--- config.mk ---
export PLATFORM = sky130hd
export DESIGN_NAME = mdio_mmd_slave
export DESIGN_NICKNAME = d
export VERILOG_FILES = /design/src/rtl/mdio_slv_pkg.sv /design/src/rtl/mdio_reg_bank.sv /design/src/rtl/mdio_frame_fsm.sv /design/src/rtl/mdio_mmd_slave.sv
export SDC_FILE = /design/constraint.sdc
export NUM_CORES = 1
export LEC_CHECK = 0
export ABC_AREA = 1
export BUFFER_PORTS_ARGS = -buffer_cell sky130_fd_sc_hd__buf_4
export CORE_ASPECT_RATIO = 1.5
export CORE_MARGIN = 2
export CORE_UTILIZATION = 45
export CTS_BUF_LIST = sky130_fd_sc_hd__clkbuf_8
export CTS_CLUSTER_DIAMETER = 120
export DETAILED_ROUTE_END_ITERATION = 10
export PLACE_DENSITY = 0.73
export SKIP_CTS_REPAIR_TIMING = 1
export SLEW_MARGIN = 20
export SYNTH_ARGS = -nofsm -noshare
export SYNTH_HDL_FRONTEND = slang
export SYNTH_SLANG_ARGS = --single-unit
--- constraint.sdc ---
create_clock -name mdc -period 2.05 [get_ports mdc]
set_input_delay 0.3075 -clock mdc [delete_from_list [all_inputs] [get_ports mdc]]
set_output_delay 0.3075 -clock mdc [all_outputs]
set_load 0.1 [all_outputs]
--- src/rtl/mdio_slv_pkg.sv ---
package mdio_slv_pkg;

    localparam int DATA_W = 16;
    localparam int PHY_W  = 5;

    typedef enum logic [2:0] {
        ST_HUNT,
        ST_START,
        ST_OPC,
        ST_PORT,
        ST_DEV,
        ST_TURN,
        ST_DATA
    } frame_state_e;

    localparam logic [1:0] OPC_ADDR  = 2'b00;
    localparam logic [1:0] OPC_WRITE = 2'b01;
    localparam logic [1:0] OPC_RDINC = 2'b10;
    localparam logic [1:0] OPC_READ  = 2'b11;

endpackage

--- src/rtl/mdio_reg_bank.sv ---
module mdio_reg_bank #(
    parameter int NUM_REGS = 8,
    parameter int DW       = 16,
    parameter int AW       = 16
) (
    input  logic          clk,
    input  logic          rst_n,
    input  logic          wr_en,
    input  logic [AW-1:0] wr_addr,
    input  logic [DW-1:0] wr_data,
    input  logic [AW-1:0] rd_addr,
    output logic [DW-1:0] rd_data
);

    // Location 0 is the null register: no storage is built for it.
    logic [DW-1:0] mem_q [1:NUM_REGS-1];

    for (genvar i = 1; i < NUM_REGS; i++) begin : g_entry
        always_ff @(posedge clk or negedge rst_n) begin
            if (!rst_n) begin
                mem_q[i] <= '0;
            end else if (wr_en && (wr_addr == AW'(i))) begin
                mem_q[i] <= wr_data;
            end
        end

        // An entry only moves when it is the write target (null and out-of-range writes touch nothing)
        assert_entry_hold_R3: assert property (@(posedge clk) disable iff (!rst_n)
            !(wr_en && (wr_addr == AW'(i))) |=> $stable(mem_q[i]))
            else $error("entry %0d changed without a write", i);
    end

    always_comb begin
        rd_data = '0;
        for (int i = 1; i < NUM_REGS; i++) begin
            if (rd_addr == AW'(i)) begin
                rd_data = mem_q[i];
            end
        end
    end

endmodule

--- src/rtl/mdio_frame_fsm.sv ---
module mdio_frame_fsm
    import mdio_slv_pkg::*;
#(
    parameter int PRE_MIN = 32
) (
    input  logic              clk,
    input  logic              rst_n,
    input  logic              mdio_in,
    input  logic [PHY_W-1:0]  cfg_port,
    input  logic [PHY_W-1:0]  cfg_dev,
    input  logic [DATA_W-1:0] rd_data,
    output logic [DATA_W-1:0] addr_q,
    output logic              wr_en,
    output logic [DATA_W-1:0] wr_data,
    output logic              mdio_out,
    output logic              mdio_oe
);

    localparam int PC_W = $clog2(PRE_MIN + 1);
    localparam int BC_W = $clog2(DATA_W);
    localparam logic [PC_W-1:0] PRE_LIM = PC_W'(PRE_MIN);
    localparam logic [BC_W-1:0] LAST_DB = BC_W'(DATA_W - 1);
    localparam logic [BC_W-1:0] LAST_PH = BC_W'(PHY_W - 1);

    frame_state_e      state_q, state_d;
    logic [BC_W-1:0]   bit_cnt_q;
    logic [PC_W-1:0]   pre_cnt_q;
    logic [1:0]        opc_q;
    logic [PHY_W-1:0]  port_q;
    logic [PHY_W-1:0]  dev_q;
    logic [DATA_W-1:0] rx_sh_q;
    logic [DATA_W-1:0] tx_sh_q;
    logic              hit_q;
    logic              pre_full;
    logic              dev_hit;
    logic              last_bit;
    logic              is_read;

    assign pre_full = (pre_cnt_q >= PRE_LIM);
    assign dev_hit  = (port_q == cfg_port) && ({dev_q[PHY_W-2:0], mdio_in} == cfg_dev);
    assign last_bit = (state_q == ST_DATA) && (bit_cnt_q == LAST_DB);
    assign is_read  = opc_q[1];
    assign wr_data  = {rx_sh_q[DATA_W-2:0], mdio_in};
    assign wr_en    = last_bit && hit_q && (opc_q == OPC_WRITE);

    // Next-state logic
    always_comb begin
        state_d = state_q;
        unique case (state_q)
            ST_HUNT:  if (!mdio_in && pre_full)  state_d = ST_START;
            ST_START: state_d = mdio_in ? ST_HUNT : ST_OPC;
            ST_OPC:   if (bit_cnt_q == BC_W'(1)) state_d = ST_PORT;
            ST_PORT:  if (bit_cnt_q == LAST_PH)  state_d = ST_DEV;
            ST_DEV:   if (bit_cnt_q == LAST_PH)  state_d = ST_TURN;
            ST_TURN:  if (bit_cnt_q == BC_W'(1)) state_d = ST_DATA;
            ST_DATA:  if (bit_cnt_q == LAST_DB)  state_d = ST_HUNT;
            default:  state_d = ST_HUNT;
        endcase
    end

    // State register
    always_ff @(posedge clk or negedge rst_n) begin
        if (!rst_n) state_q <= ST_HUNT;
        else        state_q <= state_d;
    end

    // Field capture, counters and address register
    always_ff @(posedge clk or negedge rst_n) begin
        if (!rst_n) begin
            bit_cnt_q <= '0;
            pre_cnt_q <= '0;
            opc_q     <= '0;
            port_q    <= '0;
            dev_q     <= '0;
            rx_sh_q   <= '0;
            hit_q     <= 1'b0;
            addr_q    <= '0;
        end else begin
            bit_cnt_q <= (state_d != state_q) ? '0 : bit_cnt_q + 1'b1;
            if (state_q == ST_HUNT) begin
                if (!mdio_in)      pre_cnt_q <= '0;
                else if (!pre_full) pre_cnt_q <= pre_cnt_q + 1'b1;
            end else if (state_q == ST_START && mdio_in) begin
                pre_cnt_q <= PC_W'(1);
            end else begin
                pre_cnt_q <= '0;
            end
            if (state_q == ST_OPC)  opc_q  <= {opc_q[0], mdio_in};
            if (state_q == ST_PORT) port_q <= {port_q[PHY_W-2:0], mdio_in};
            if (state_q == ST_DEV) begin
                dev_q <= {dev_q[PHY_W-2:0], mdio_in};
                if (bit_cnt_q == LAST_PH) hit_q <= dev_hit;
            end
            if (state_q == ST_DATA) rx_sh_q <= wr_data;
            if (last_bit && hit_q) begin
                if (opc_q == OPC_ADDR)       addr_q <= wr_data;
                else if (opc_q == OPC_RDINC) addr_q <= addr_q + 1'b1;
            end
        end
    end

    // Line driver outputs
    always_ff @(posedge clk or negedge rst_n) begin
        if (!rst_n) begin
            mdio_oe  <= 1'b0;
            mdio_out <= 1'b0;
            tx_sh_q  <= '0;
        end else begin
            unique case (state_q)
                ST_TURN: begin
                    if (hit_q && is_read) begin
                        if (bit_cnt_q == '0) begin
                            mdio_oe  <= 1'b1;
                            mdio_out <= 1'b0;
                        end else begin
                            mdio_out <= rd_data[DATA_W-1];
                            tx_sh_q  <= {rd_data[DATA_W-2:0], 1'b0};
                        end
                    end
                end
                ST_DATA: begin
                    if (mdio_oe) begin
                        if (bit_cnt_q == LAST_DB) begin
                            mdio_oe  <= 1'b0;
                            mdio_out <= 1'b0;
                        end else begin
                            mdio_out <= tx_sh_q[DATA_W-1];
                            tx_sh_q  <= {tx_sh_q[DATA_W-2:0], 1'b0};
                        end
                    end
                end
                default: begin
                    mdio_oe  <= 1'b0;
                    mdio_out <= 1'b0;
                end
            endcase
        end
    end

    // The line is first driven with the turnaround zero
    assert_turn_zero_R5: assert property (@(posedge clk) disable iff (!rst_n)
        $rose(mdio_oe) |-> !mdio_out)
        else $error("line driven high at turnaround");

    // Release happens only at the end of a data phase
    assert_oe_release_R5: assert property (@(posedge clk) disable iff (!rst_n)
        $fell(mdio_oe) |-> ($past(state_q) == ST_DATA))
        else $error("line released outside data phase");

    // The line is driven only for a matched read
    assert_oe_matched_read_R7: assert property (@(posedge clk) disable iff (!rst_n)
        mdio_oe |-> (hit_q && is_read))
        else $error("line driven for a non-read or unmatched frame");

    // The address register moves only on the last bit of a matched frame
    assert_addr_commit_R2: assert property (@(posedge clk) disable iff (!rst_n)
        !$stable(addr_q) |-> $past(last_bit && hit_q))
        else $error("address register changed outside a matched commit");

    // A second start bit of 1 aborts to hunting
    assert_bad_start_R8: assert property (@(posedge clk) disable iff (!rst_n)
        (state_q == ST_START && mdio_in) |=> (state_q == ST_HUNT))
        else $error("bad start code not rejected");

endmodule

--- src/rtl/mdio_mmd_slave.sv ---
module mdio_mmd_slave
    import mdio_slv_pkg::*;
#(
    parameter int PRE_MIN  = 32,
    parameter int NUM_REGS = 8
) (
    input  logic             mdc,
    input  logic             rst_n,
    input  logic             mdio_in,
    input  logic [PHY_W-1:0] cfg_port,
    input  logic [PHY_W-1:0] cfg_dev,
    output logic             mdio_out,
    output logic             mdio_oe
);

    logic [DATA_W-1:0] addr;
    logic [DATA_W-1:0] rd_data;
    logic [DATA_W-1:0] wr_data;
    logic              wr_en;

    mdio_frame_fsm #(
        .PRE_MIN (PRE_MIN)
    ) u_fsm (
        .clk      (mdc),
        .rst_n    (rst_n),
        .mdio_in  (mdio_in),
        .cfg_port (cfg_port),
        .cfg_dev  (cfg_dev),
        .rd_data  (rd_data),
        .addr_q   (addr),
        .wr_en    (wr_en),
        .wr_data  (wr_data),
        .mdio_out (mdio_out),
        .mdio_oe  (mdio_oe)
    );

    mdio_reg_bank #(
        .NUM_REGS (NUM_REGS),
        .DW       (DATA_W),
        .AW       (DATA_W)
    ) u_bank (
        .clk     (mdc),
        .rst_n   (rst_n),
        .wr_en   (wr_en),
        .wr_addr (addr),
        .wr_data (wr_data),
        .rd_addr (addr),
        .rd_data (rd_data)
    );

endmodule

Word-level counts from Yosys, hierarchy flattened
Index checks and enable logic that the tools add are counted.
{"block": "totals", "in_bits": 13, "latch_bits": 0, "ramBits": 0, "mem_bits_ro": 0, "reg_bits": 186, "mem_count": 0, "out_inout_bits": 2}
{"block": "classes", "n_shift": 0, "addsub": 3, "mul": 0, "muxes": 37, "bitwise": 0, "div": 0, "n_reduce_logical": 25, "order_cmp": 1, "n_eq_ne": 27}
{"cell": "two-way mux 16 bit", "n": 13}
{"cell": "equality test 16 x 3 -> 1 bit, second input constant", "n": 4}
{"cell": "equality test 16 x 2 -> 1 bit, second input constant", "n": 2}
{"cell": "one-hot mux 16 bit (2 select lines)", "n": 1}
{"cell": "one-hot mux 3 bit (7 select lines)", "n": 1}
{"cell": "two-way mux 3 bit", "n": 6}
{"cell": "two-way mux 6 bit", "n": 3}
{"cell": "adder 16 x 1 -> 16 bit, second input constant", "n": 1}
{"cell": "equality test 16 x 1 -> 1 bit, second input constant", "n": 1}
{"cell": "logical AND 1 bit", "n": 14}
{"cell": "equality test 5 bit", "n": 2}
{"cell": "equality test 3 bit, second input constant", "n": 3}
{"cell": "two-way mux 1 bit", "n": 9}
{"cell": "AND reduction 2 bit", "n": 4}
{"cell": "adder 6 x 1 -> 6 bit, second input constant", "n": 1}
{"cell": "equality test 3 x 2 -> 1 bit, second input constant", "n": 2}
{"cell": ">= comparator 6 bit, second input constant", "n": 1}
{"cell": "inequality test 2 x 1 -> 1 bit, second input constant", "n": 3}
{"cell": "AND reduction 5 bit", "n": 1}
{"cell": "adder 4 x 1 -> 4 bit, second input constant", "n": 1}
{"cell": "equality test 4 x 1 -> 1 bit, second input constant", "n": 1}
{"cell": "equality test 4 x 3 -> 1 bit, second input constant", "n": 1}
{"cell": "equality test 4 bit, second input constant", "n": 1}
{"cell": "zero test 4 bit", "n": 1}
{"cell": "13 further kinds", "n": 16}

Logic depth before layout (Yosys ltp)
{"block": "logic_depth", "ltp_word": 11, "mapped_depth": 17, "depth_no_buf": 16}

Hierarchy
A second synthesis with hierarchy kept.
{"block": "unflattened", "hier_cells": 1182, "area_unflattened_um2": 9241.4}
{"module": "mdio_reg_bank", "cells_each": 680, "area_each_um2": 5383.9, "n_inst": 1, "seq_area_each_um2": 2802.7}
{"module": "mdio_frame_fsm", "cells_each": 502, "area_each_um2": 3857.4, "n_inst": 1, "seq_area_each_um2": 1826.8}

Worst setup path after synthesis
Ideal clock, no wire load.
{"block": "synth_timing", "path_type": "reg-to-reg", "startpoint": "reg u_fsm.mdio_oe", "endpoint": "reg u_fsm.tx_sh_q[12]", "required_time_ps": 1985, "setup_time_ps": 65, "stages_incl_launch_ff": 10, "arrival_time_ps": 1981, "setup_slack_ps": 4, "path_cell_list": "dfrtp_1 nor2_1 nor2_1 o21ai_0 nor2_2 inv_2 buf_2 a21oi_1 nand2_1 nand2_1"}
{"block": "synth_via", "elab_chain_len": 2}
{"element": "start, declared", "line": "mdio_frame_fsm.sv:16", "source": "output logic mdio_oe"}
{"element": "start signal, assigned", "line": "mdio_frame_fsm.sv:105", "source": "mdio_oe <= 1'b0;"}
{"element": "start signal, assigned", "line": "mdio_frame_fsm.sv:113", "source": "mdio_oe <= 1'b1;"}
{"element": "start signal, assigned", "line": "mdio_frame_fsm.sv:124", "source": "mdio_oe <= 1'b0;"}
{"element": "inequality test 2 x 1 -> 1 bit (no source line)"}
{"element": "AND reduction 5 bit (no source line)"}
{"element": "end signal, assigned", "line": "mdio_frame_fsm.sv:117", "source": "tx_sh_q <= {rd_data[DATA_W-2:0], 1'b0};"}
{"element": "end signal, assigned", "line": "mdio_frame_fsm.sv:128", "source": "tx_sh_q <= {tx_sh_q[DATA_W-2:0], 1'b0};"}
{"element": "end, declared", "line": "mdio_frame_fsm.sv:32", "source": "logic [DATA_W-1:0] tx_sh_q;"}
No other way between the ends.
A chain may end at the register's enable or synchronous reset.

Final worst setup path
{"block": "layout_timing", "startpoint": "reg u_fsm.addr_q[0]", "endpoint": "reg u_bank.mem_q[66] (netlist bit)"}
{"block": "layout_via", "elab_chain_len": 2}
{"element": "start, declared", "line": "mdio_frame_fsm.sv:12", "source": "output logic [DATA_W-1:0] addr_q,"}
{"element": "start signal, assigned", "line": "mdio_frame_fsm.sv:96", "source": "if (opc_q == OPC_ADDR) addr_q <= wr_data;"}
{"element": "start signal, assigned", "line": "mdio_frame_fsm.sv:97", "source": "else if (opc_q == OPC_RDINC) addr_q <= addr_q + 1'b1;"}
{"element": "equality test 16 x 2 -> 1 bit", "line": "mdio_reg_bank.sv:22", "source": "end else if (wr_en && (wr_addr == AW'(i))) begin"}
{"element": "logical AND 1 bit", "line": "mdio_reg_bank.sv:22"}
{"element": "end signal, assigned by index", "line": "mdio_reg_bank.sv:23", "source": "mem_q[i] <= wr_data;"}
{"element": "end, declared", "line": "mdio_reg_bank.sv:16", "source": "logic [DW-1:0] mem_q [1:NUM_REGS-1];"}
No other way between the ends.

==> impl_metrics.env <==
export IMPL_rows=63
export IMPL_pre_cts_ws_ns=-0.0693
export IMPL_r2r_end="u_bank.mem_q[66]"
export IMPL_fin_ws_ns=-0.212
export IMPL_fin_nets=1235
export IMPL_clockRootBuffer="clkbuf_8"
export IMPL_wl_per_cell_um=15.9
export IMPL_crit_path_end_kind="flop"
export IMPL_r2r_start="u_fsm.addr_q[0]"
export IMPL_period_minus_slack_ns=2.26
export IMPL_dp_hpwl_um=15300
export IMPL_rr_worst_depth=9
export IMPL_cp_endpoint="u_bank.mem_q[66]"
export IMPL_path_clk_slew_ns=0.10
export IMPL_die_area_sq_um=21300
export IMPL_synth_cells=1129
export IMPL_routed_via_density=5.35
export IMPL_postRouteAntennaNets=0
export IMPL_yosys_area_share_simple_pct=23.1
export IMPL_synth_fa_ha_area_share_pct=1.25
export IMPL_yosys_area_top_type="dfrtp_1"
export IMPL_syn_to_final_growth_pct=22.2
export IMPL_htree_levels=4
export IMPL_max_slew_margin_rel_pct=52.3
export IMPL_drtIter0Drc=634
export IMPL_status="finished with violations"
export IMPL_dieWidth_um=120
export IMPL_initial_core_util_pct=45.9
export IMPL_critPathLaunchType="flop"
export IMPL_rsz0062_at_grt="yes"
export IMPL_regToRegSetupSlack_ns=-0.21
export IMPL_slew_violations=0
export IMPL_grt_overflow=0
export IMPL_synth_most_common_cell="nand2_1"
export IMPL_syn_num_nets=1151
export IMPL_synthMuxAreaShare_pct=1.25
export IMPL_synth_top_area_share_pct=51.2
export IMPL_peakVddDrop_mv=0.374
export IMPL_synth_common_cells="313 x nand2_1, 185 x dfrtp_1, 169 x o21ai_0, 100 x nor2_1, 98 x inv_1"
export IMPL_maxCapViolations=0
export IMPL_crit_arrival_ns=2.62
export IMPL_track_usage_pct=21.1
export IMPL_ys_warn_count=0
export IMPL_synth_avg_cell_area_sq_um=8.01
export IMPL_grt_pass1_wl_um=36000
export IMPL_drc_errors=0
export IMPL_seq_area_frac_synth_pct=51.2
export IMPL_crit_path_start="u_fsm.addr_q[0]"
export IMPL_synth_top_family_by_area="simple AND/OR/NAND/NOR gates"
export IMPL_worst_pin_slew_ns=0.709
export IMPL_clk_latency_ns=0.48
export IMPL_synthArstFlopShare_pct=100
export IMPL_syn_area_sq_um=9040
export IMPL_total_leakage_power_nw=5.29
export IMPL_grt_max_degree=57
export IMPL_cts_buffer_depth=2
export IMPL_firstDrtPassIters=5
export IMPL_synth_area_top_cells="dfrtp_1 51%, nand2_1 13%, o21ai_0 9.4%"
export IMPL_power_mw=6.43
export IMPL_synth_seq_cells=185
export IMPL_place_port_buffers=14
export IMPL_core_area_sq_um=19700
export IMPL_violations="negative setup slack"
export IMPL_vias=7946
export IMPL_grt_pass1_vias=7354
export IMPL_synth_xor_area_share_pct=1.45
export IMPL_grt_antenna_before_repair=0
export IMPL_cts_tree="built"
export IMPL_cts_sinks=185
export IMPL_crit_fanout=16
export IMPL_hold_class="in -> reg"
export IMPL_nFillCells=1718
export IMPL_io_pins=15
export IMPL_wirelength_um=23700
export IMPL_synth_compound_area_share_pct=14.8
export IMPL_path_class="reg -> reg"
export IMPL_fin_crit_sh_pct=110
export IMPL_diodes=0
export IMPL_numCtsBuffers=17
export IMPL_synthFlopType="dfrtp_1"
export IMPL_timing_fmax_mhz=442
export IMPL_ys_types=46
export IMPL_layout_drive_gt1_share_pct=18.9
export IMPL_power_density_nw_per_um2=582
export IMPL_fp_dieH_um=178
export IMPL_worstPathRequired_ns=2.41
export IMPL_place_congestion=0.867
export IMPL_setup_viol=92
export IMPL_finalHoldViolCount=0
export IMPL_fin_skew_ns=0.0169
export IMPL_synth_edf_count=0
==> layer usage <==
metal	share of wire, %	up-vias	global-route usage [%]
li1	-	3823	-
met4	3.1	0	8.53
met3	3.3	56	3.47
met2	53	214	36.0
met5	0	-	0
met1	41	3853	26.7
==> cell type report <==
type | count | area [sq um] | share of cell area [%]
clock inverters | 13 | 143 | 1.29
flip-flops and latches | 185 | 4630 | 41.9
well taps | 260 | 325 | 2.94
multi-input cells | 788 | 4100 | 37.1
repair buffers | 113 | 1160 | 10.5
clock buffers | 19 | 262 | 2.37
inverters | 108 | 428 | 3.87
==> worst max-delay path: stages, from the launching register on <==
cell	delay (ns)
dfrtp_2	0.44
ha_4	0.18
buf_4	0.11
inv_1	0.05
buf_4	0.15
nor4_1	0.60
nand3_4	0.23
clkbuf_16	0.24
nand2_1	0.06
o21ai_0	0.08
==> state kept, by name, indices dropped and copies added, names as in the netlist, 2 cells and up <==
name,cells
u_bank.mem_q,112
u_fsm.dev_q,4
u_fsm.opc_q,2
u_fsm.bit_cnt_q,4
u_fsm.tx_sh_q,15
u_fsm.pre_cnt_q,6
u_fsm.rx_sh_q,15
u_fsm.port_q,5
u_fsm.addr_q,16
u_fsm.state_q,3
==> worst min-delay path by stage <==
stage | from | endpoint | slack (ns) | depth (start not counted)
after floorplan | rst_n | u_bank.mem_q[0] | 0.01 | 0
after global placement | rst_n | u_fsm.rx_sh_q[9] | 0.31 | 1
after detailed placement | rst_n | u_bank.mem_q[90] | 0.31 | 1
after CTS | rst_n | u_bank.mem_q[106] | -0.21 | 1
after global routing | cfg_dev[2] | u_fsm.hit_q | 0.16 | 4
final | cfg_port[3] | u_fsm.hit_q | 0.16 | 4
==> kinds of logic (layout without fill, tap and decap cells) <==
kind of cell,count (synthesis),after routing
xor gates and xnor gates,15,15
DFF,185,185
and+or+nand+nor,496,497
adders and majority gates,9,9
buffers and inverters,157,253
muxes,10,10
AOI/OAI and AO/OA,257,257
==> per-stage QoR <==
stage	instance area (sq um)	utilization (%)	setup TNS, ns	cells	hold slack (ns)
floorplan	9040	-	0	1129	0.0119
detailed placement	9890	50.2	-1.32	1422	0.308
CTS	10300	52.2	-2.80	1454	-0.214
global route	11000	56.1	-15.34	1486	0.161
global placement	9890	50.2	-0.361	1422	0.307
finish	11000	56.1	-5.69	1486	0.155
==> layout by cell type (no fill, tap or decap), types with 18 or more instances in the layout <==
master    instances
buf_4            77
nor3_1           18
o21ai_1          50
nand3_1          21
o21ai_0         133
dfrtp_1         183
clkbuf_8         20
nor2_1           86
inv_1            97
a21oi_1          55
nand2_1         299
==> power breakdown <==
part           leakage [nW]  total (mW)  switching [mW]  internal, mW
Clock                 0.208        2.52            1.36          1.16
Combinational          2.60       0.200           0.143        0.0565
Sequential             2.48        3.71          0.0357          3.68
Total                  5.29        6.43            1.53          4.89
(Power assumes the default switching activity.)
